### config.mk
export PLATFORM = sky130hd
export DESIGN_NAME = trap_cmp_unit
export DESIGN_NICKNAME = d
export VERILOG_FILES = /design/src/rtl/trap_cmp_pkg.sv /design/src/rtl/trap_operand_prep.sv /design/src/rtl/trap_rel_eval.sv /design/src/rtl/trap_mask_reduce.sv /design/src/rtl/trap_cmp_unit.sv
export SDC_FILE = /design/constraint.sdc
export NUM_CORES = 1
export LEC_CHECK = 0
export BUFFER_PORTS_ARGS = -buffer_cell sky130_fd_sc_hd__buf_4
export CAP_MARGIN = 20
export CORE_UTILIZATION = 49
export CTS_CLUSTER_DIAMETER = 100
export DETAILED_ROUTE_END_ITERATION = 6
export GPL_ROUTABILITY_DRIVEN = 0
export PLACE_DENSITY = 0.94
export SLEW_MARGIN = 25
export SYNTH_ARGS = -nofsm -noshare
export SYNTH_HDL_FRONTEND = slang
export SYNTH_SLANG_ARGS = --single-unit
export TNS_END_PERCENT = 50
### constraint.sdc
create_clock -name clk -period 0.8 [get_ports clk]
set_input_delay 0.12 -clock clk [delete_from_list [all_inputs] [get_ports clk]]
set_output_delay 0.12 -clock clk [all_outputs]
set_load 0.05 [all_outputs]
### src/rtl/trap_cmp_pkg.sv
package trap_cmp_pkg;

  // Number of selectable relations; one mask bit each.
  localparam int REL_N = 5;

  // Cause code width and values handed to exception entry.
  localparam int CAUSE_W = 4;
  localparam logic [CAUSE_W-1:0] CAUSE_NONE = 4'h0;
  localparam logic [CAUSE_W-1:0] CAUSE_TRAP = 4'h2;

  typedef enum logic {
    CMP_WORD  = 1'b0,
    CMP_DWORD = 1'b1
  } cmp_mode_e;

  // Packed MSB-first so that bit positions match the mask bits.
  typedef struct packed {
    logic slt;  // [4]
    logic sgt;  // [3]
    logic eq;   // [2]
    logic ult;  // [1]
    logic ugt;  // [0]
  } rel_flags_t;

endpackage

### src/rtl/trap_operand_prep.sv
module trap_operand_prep
  import trap_cmp_pkg::*;
#(
  parameter int DATA_W = 64,
  parameter int WORD_W = 32
) (
  input  cmp_mode_e         mode,
  input  logic [DATA_W-1:0] opa,
  input  logic [DATA_W-1:0] opb,
  output logic [DATA_W-1:0] opa_sx,
  output logic [DATA_W-1:0] opb_sx,
  output logic [DATA_W-1:0] opa_zx,
  output logic [DATA_W-1:0] opb_zx
);

  localparam int PAD_W = DATA_W - WORD_W;

  generate
    if (PAD_W > 0) begin : g_narrow
      // Word mode widens the low part so one full-width comparator serves both modes.
      function automatic logic [DATA_W-1:0] widen_signed(input logic [DATA_W-1:0] v);
        return {{PAD_W{v[WORD_W-1]}}, v[WORD_W-1:0]};
      endfunction

      function automatic logic [DATA_W-1:0] widen_unsigned(input logic [DATA_W-1:0] v);
        return {{PAD_W{1'b0}}, v[WORD_W-1:0]};
      endfunction

      always_comb begin
        if (mode == CMP_DWORD) begin
          opa_sx = opa;
          opb_sx = opb;
          opa_zx = opa;
          opb_zx = opb;
        end else begin
          opa_sx = widen_signed(opa);
          opb_sx = widen_signed(opb);
          opa_zx = widen_unsigned(opa);
          opb_zx = widen_unsigned(opb);
        end
      end
    end else begin : g_full
      // Both widths agree: the mode has nothing to select.
      assign opa_sx = opa;
      assign opb_sx = opb;
      assign opa_zx = opa;
      assign opb_zx = opb;
    end
  endgenerate

endmodule

### src/rtl/trap_rel_eval.sv
module trap_rel_eval
  import trap_cmp_pkg::*;
#(
  parameter int DATA_W = 64
) (
  input  logic [DATA_W-1:0] opa_sx,
  input  logic [DATA_W-1:0] opb_sx,
  input  logic [DATA_W-1:0] opa_zx,
  input  logic [DATA_W-1:0] opb_zx,
  output rel_flags_t        rel
);

  localparam logic [DATA_W-1:0] SIGN_BIAS = {1'b1, {(DATA_W-1){1'b0}}};

  // Signed order via the offset-binary trick: flipping the sign bit
  // turns two's complement order into unsigned order.
  function automatic logic signed_below(input logic [DATA_W-1:0] x,
                                        input logic [DATA_W-1:0] y);
    return (x ^ SIGN_BIAS) < (y ^ SIGN_BIAS);
  endfunction

  function automatic logic unsigned_below(input logic [DATA_W-1:0] x,
                                          input logic [DATA_W-1:0] y);
    return x < y;
  endfunction

  always_comb begin
    rel.slt = signed_below(opa_sx, opb_sx);
    rel.sgt = signed_below(opb_sx, opa_sx);
    rel.eq  = (opa_zx == opb_zx);
    rel.ult = unsigned_below(opa_zx, opb_zx);
    rel.ugt = unsigned_below(opb_zx, opa_zx);
  end

endmodule

### src/rtl/trap_mask_reduce.sv
module trap_mask_reduce #(
  parameter int REL_W = 5
) (
  input  logic [REL_W-1:0] rel,
  input  logic [REL_W-1:0] mask,
  output logic             hit
);

  logic [REL_W-1:0] sel;

  generate
    for (genvar i = 0; i < REL_W; i++) begin : g_gate
      assign sel[i] = rel[i] & mask[i];
    end
  endgenerate

  assign hit = |sel;

endmodule

### src/rtl/trap_cmp_unit.sv
module trap_cmp_unit
  import trap_cmp_pkg::*;
#(
  parameter int DATA_W = 64,
  parameter int WORD_W = 32
) (
  input  logic               clk,
  input  logic               rst_n,
  input  logic               valid_i,
  input  logic               mode_dw_i,
  input  logic [REL_N-1:0]   mask_i,
  input  logic [DATA_W-1:0]  opa_i,
  input  logic [DATA_W-1:0]  opb_i,
  output logic               trap_o,
  output logic [CAUSE_W-1:0] cause_o
);

  cmp_mode_e         mode;
  logic [DATA_W-1:0] opa_sx, opb_sx, opa_zx, opb_zx;
  rel_flags_t        rel;
  logic [REL_N-1:0]  rel_vec;
  logic              hit;
  logic              fire;
  logic              trap_q;
  logic [CAUSE_W-1:0] cause_q;

  assign mode = cmp_mode_e'(mode_dw_i);

  trap_operand_prep #(
    .DATA_W (DATA_W),
    .WORD_W (WORD_W)
  ) u_prep (
    .mode   (mode),
    .opa    (opa_i),
    .opb    (opb_i),
    .opa_sx (opa_sx),
    .opb_sx (opb_sx),
    .opa_zx (opa_zx),
    .opb_zx (opb_zx)
  );

  trap_rel_eval #(
    .DATA_W (DATA_W)
  ) u_rel (
    .opa_sx (opa_sx),
    .opb_sx (opb_sx),
    .opa_zx (opa_zx),
    .opb_zx (opb_zx),
    .rel    (rel)
  );

  assign rel_vec = rel;

  trap_mask_reduce #(
    .REL_W (REL_N)
  ) u_reduce (
    .rel  (rel_vec),
    .mask (mask_i),
    .hit  (hit)
  );

  assign fire = valid_i & hit;

  always_ff @(posedge clk or negedge rst_n) begin
    if (!rst_n) begin
      trap_q  <= 1'b0;
      cause_q <= CAUSE_NONE;
    end else begin
      trap_q  <= fire;
      cause_q <= fire ? CAUSE_TRAP : CAUSE_NONE;
    end
  end

  assign trap_o  = trap_q;
  assign cause_o = cause_q;

  // exactly one of signed lt / eq / signed gt holds
  signed_trichotomy_chk: assert property (@(posedge clk) disable iff (!rst_n)
    $countones({rel.slt, rel.eq, rel.sgt}) == 1);

  // exactly one of unsigned lt / eq / unsigned gt holds
  unsigned_trichotomy_chk: assert property (@(posedge clk) disable iff (!rst_n)
    $countones({rel.ult, rel.eq, rel.ugt}) == 1);


  selected_hit_traps_chk: assert property (@(posedge clk) disable iff (!rst_n)
    (valid_i && ((mask_i & rel_vec) != '0)) |=> trap_o);


  zero_mask_chk: assert property (@(posedge clk) disable iff (!rst_n)
    (valid_i && mask_i == '0) |=> !trap_o);


  full_mask_chk: assert property (@(posedge clk) disable iff (!rst_n)
    (valid_i && mask_i == '1) |=> trap_o);


  idle_quiet_chk: assert property (@(posedge clk) disable iff (!rst_n)
    !valid_i |=> !trap_o);


  cause_on_trap_chk: assert property (@(posedge clk) disable iff (!rst_n)
    trap_o |-> cause_o == CAUSE_TRAP);


  cause_idle_chk: assert property (@(posedge clk) disable iff (!rst_n)
    !trap_o |-> cause_o == CAUSE_NONE);

endmodule

Word level (Yosys, flattened, before mapping):

Cells that the tools add are included.

* register bits after elaboration: 5
* input bits: 137
* output and inout port bits: 5

* order comparisons: 4
* equal/unequal tests: 1
* muxes and demuxes: 5
* bitwise gates (word level): 8
* reduce and logical (&&, ||, !) cells: 1

Operators with widths (number)
* $lt A64 B64 Y1: 4
* $mux W64: 4
* $eq A64 B64 Y1: 1
* $and A1 B1 Y1: 6
* $reduce_or A5 Y1: 1
* $mux W2: 1
* $not A1 Y1: 2

Depth between registers and ports, before layout:

* depth after elaboration: 7
* gate-level depth with buffers: 13
* depth with buffers taken out: 12

Modules after synthesis:

Synthesis repeated with hierarchy kept, for this count alone.

* cell total of the unflattened synthesis: 753
* area total of the unflattened synthesis: 5775.5 um^2

By module, submodules not included
* trap_rel_eval: times used 1, cells an instance 467, area an instance 3265.6 um^2, seq. area each 0.0 um^2
* trap_operand_prep: times used 1, cells an instance 276, area an instance 2423.6 um^2, seq. area each 0.0 um^2
* trap_cmp_unit: times used 1, cells an instance 7, area an instance 65.1 um^2, seq. area each 25.0 um^2
* trap_mask_reduce: times used 1, cells an instance 3, area an instance 21.3 um^2, seq. area each 0.0 um^2

Worst setup path after synthesis:

No wires, ideal clock.

* path kind: input -> register
* start point: input mode_dw_i
* end point: register cause_q[1], in the netlist cause_o[1]
* arrival: 2.277 ns
* data required time: 0.671 ns
* setup slack: -1.606 ns
* stages: 12
* path buffers: 2
* cells stage by stage: clkbuf_1 -> buf_1 -> a21oi_1 -> ha_1 -> nand4_2 -> or4_4 -> nor2_2 -> nand2_1 -> o21ai_1 -> a21oi_1 -> a21oi_2 -> a31oi_1

* longest elaborated chain between the ends: 7
* elaborated cells between the ends (all ways): 19

RTL lines
* start, declared: line trap_cmp_unit.sv:10 `input logic mode_dw_i,`
* $mux W64: line trap_operand_prep.sv:30 `if (mode == CMP_DWORD) begin`
* $not A1 Y1 (no line)
* $lt A64 B64 Y1: line trap_rel_eval.sv:19 `return (x ^ SIGN_BIAS) < (y ^ SIGN_BIAS);`
* $and A1 B1 Y1: line trap_mask_reduce.sv:13 `assign sel[i] = rel[i] & mask[i];`
* $reduce_or A5 Y1 *: line trap_mask_reduce.sv:17 `assign hit = |sel;`
* $and A1 B1 Y1 *: line trap_cmp_unit.sv:62 `assign fire = valid_i & hit;`
* net fire: line trap_cmp_unit.sv:23 `logic fire;`
* $mux W2 *: line trap_cmp_unit.sv:70 `cause_q <= fire ? CAUSE_TRAP : CAUSE_NONE;`
* end signal, assigned: line trap_cmp_unit.sv:70
* end, declared: line trap_cmp_unit.sv:25 `logic [CAUSE_W-1:0] cause_q;`

The timed path passes the listed nets; every way through them passes the cells marked *.

Worst setup path in the final report:

Ends and elaborated chain as after synthesis.

==> run summary <==
DR WL/cell = 25.2 um
Final wirelength = 17,900 um
Layout cells sized above 1 = 0.486
Routed vias/inst = 7.00
Min-delay src = valid_i
Pre-CTS WS = -1.72 ns
Critical path launch point type = input pin
Clock share of power = 0
Combinational share of power = 0.985
Ys Warns = 0
First-pass GRT wire length = 20,700 um
Async SR Flop Fraction = 1.00
Seq/Total Area, Yosys = 0.00817
Non-filler cells, final = 709
Pleak = 2.88 nW
Die span in y = 81.1 um
Setup crit start = mode_dw_i
Final core utilization = 0.923
DRC = 70
Post-route minimum period = 3.19 ns
Synth cell types = 38
Sw Share = 0.499
Worst EP required = 0.67 ns
HP Class = input pin to register
Slew Limit Fails = 0
Critical Path End Type = register
Port buffer count = 138
Sequential cell area = 25.0 um^2
Commonest non-fill, non-tap cell in the layout = buf_4
Main area contributors after synthesis = ha_1, a21oi_1, and2_1
Sw power = 2.03 mW
Clock Pin Slew Worst Setup and Hold Paths = 0 ns
Dpl cells = 689
I/O pin total = 142
Final number of hold-violating endpoints = 0
Vias in the first global route = 4,545
Initial DRC Count = 539
Failing checks = design-rule violations, negative setup slack
Yosys top cell area share = 0.392
PnR worst setup slack = -2.39 ns
Multi-input gate area = 3420 um^2
Avg Inst Size Synth = 7.03 um^2
DP Wirelength = 8690 um
Crit path kind = input pin to register
Initial core utilization = 0.511
Final worst path period share = 3.99
DR vias = 4,962
Synth Instances = 436
Die X = 81.1 um
Main synth FF type = dfrtp_1
# diodes = 0
Post-synth top area cell = ha_1
Syn Std Cell Area = 3060 um^2
Max_slew headroom = 0.506
# setup viols final = 1
Total gr overflow = 0
Antenna-violating nets left = 0
Max reg flops = 1
Synth Register Bits = 1
Die area = 6570 um^2
EDFF count, synth = 0
Pwr Total = 4.07 mW
Status = finished, violations left
Row cnt = 28
Seq pwr share = 0.015
Max_cap viols = 0
Core ar. = 5990 um^2
Worst EP arrival = 3.06 ns
P per Cell Area = 737 nW/um^2
Hold_ws = 0.392 ns
Top fanout value on the critical path = 11
Largest net degree at the start of global routing = 23
P_int = 2.04 mW
Layout area overhead = 80.4%
Fillers = 216
Highest clock rate = 313 MHz
Drt pass-1 iters = 7
Max VDD drop = 0.486 mV
Commonest cells after routing, fill and taps aside = buf_4, ha_1, a21oi_1
Unrepaired setup endpoints after global routing = true
Slew @ Worst Pin = 0.732 ns
Initial antenna violation count = 0
Global Route Usage Sum = 0.403
Nets@finish = 869
[cell usage after synthesis, drive strengths merged, types with 2 or more instances]
library cell  number
ha                96
a21oi             68
nand2             48
inv               37
and2              33
nand2b            32
nand4             22
a21o              17
clkbuf            13
o21ai             12
nand3              8
nor2               8
buf                7
nor4               5
a221oi             4
nor2b              4
nor3               3
o211ai             3
a2111oi            2
a211oi             2
mux2i              2
[worst max-delay path, cell delays in order]
cell      delay [ns]
buf_12          0.13
buf_12          0.14
nand2_2         0.08
ha_4            0.26
buf_4           0.14
nand4_1         0.15
inv_1           0.13
a221oi_2        0.39
nor2_2          0.17
o41ai_2         0.75
o211ai_1        0.27
mux2i_1         0.21
a31oi_1         0.09
[final cells by class]
class                           instances  area share
Multi-Input combinational cell        380       0.618
Tap cell                               75      0.0170
Inverter                               37      0.0251
Timing Repair Buffer                  216       0.335
Sequential cell                         1     0.00453
[per-layer routing]
layer  vias up  GRT usage  wire length, um
met4         0      0.255             1910
met5         -          0                0
met3       241      0.101             2380
met1      2174      0.410             5650
li1       1960          -                -
met2       587      0.730             7910
[stage by stage]
stage,cell area [um^2],setup TNS [ns]
after floorplan,3200,-1.49
after global placement,4620,-1.64
after detailed placement,4620,-1.72
after CTS,5000,-1.62
after global routing,5530,-2.37
final,5530,-2.39
[cells by family (layout without fill, tap and decap cells)]
logic type	count (synthesis)	after routing	synth area share
mux	2	2	0.00653
simple gates	167	167	0.300
compound gates	112	112	0.218
buf+inv	57	253	0.0747
flops	1	1	0.00817
other cells	1	3	0.00122
fa+ha+maj	96	96	0.392
[worst paths after layout]
kind                                         to  slack [ns]  depth (start not counted)
hold / removal             cause_o[1]$_DFF_PN0_        0.39                          3
setup / recovery           cause_o[1]$_DFF_PN0_       -2.39                         13
min in group asynchronous  cause_o[1]$_DFF_PN0_        0.46                          2
max in group asynchronous  cause_o[1]$_DFF_PN0_        0.26                          2
[power by group through the flow]
stage / sequential (mW) / combinational [mW] / clock (mW)
floorplan: 0.0819 / 1.48 / 0
detailed placement: 0.0607 / 2.69 / 0
global placement: 0.0615 / 2.54 / 0
CTS: 0.0608 / 3.00 / 0
finish: 0.0623 / 4.01 / 0
global route: 0.0621 / 4.18 / 0
[timing repair]
| action | 4_1_cts | 5_1_grt |
|---|---|---|
| setup buffers | 2 | 11 |
| setup endpoints to repair | 1 | 1 |
| pin swaps | 25 | 45 |
| endpoints found under the hold margin | 1 | 0 |
| hold buffers | 1 | 0 |
| gates resized for setup | 46 | 66 |
| cloned | 3 | 3 |
Power figures use the tool's default switching activity.
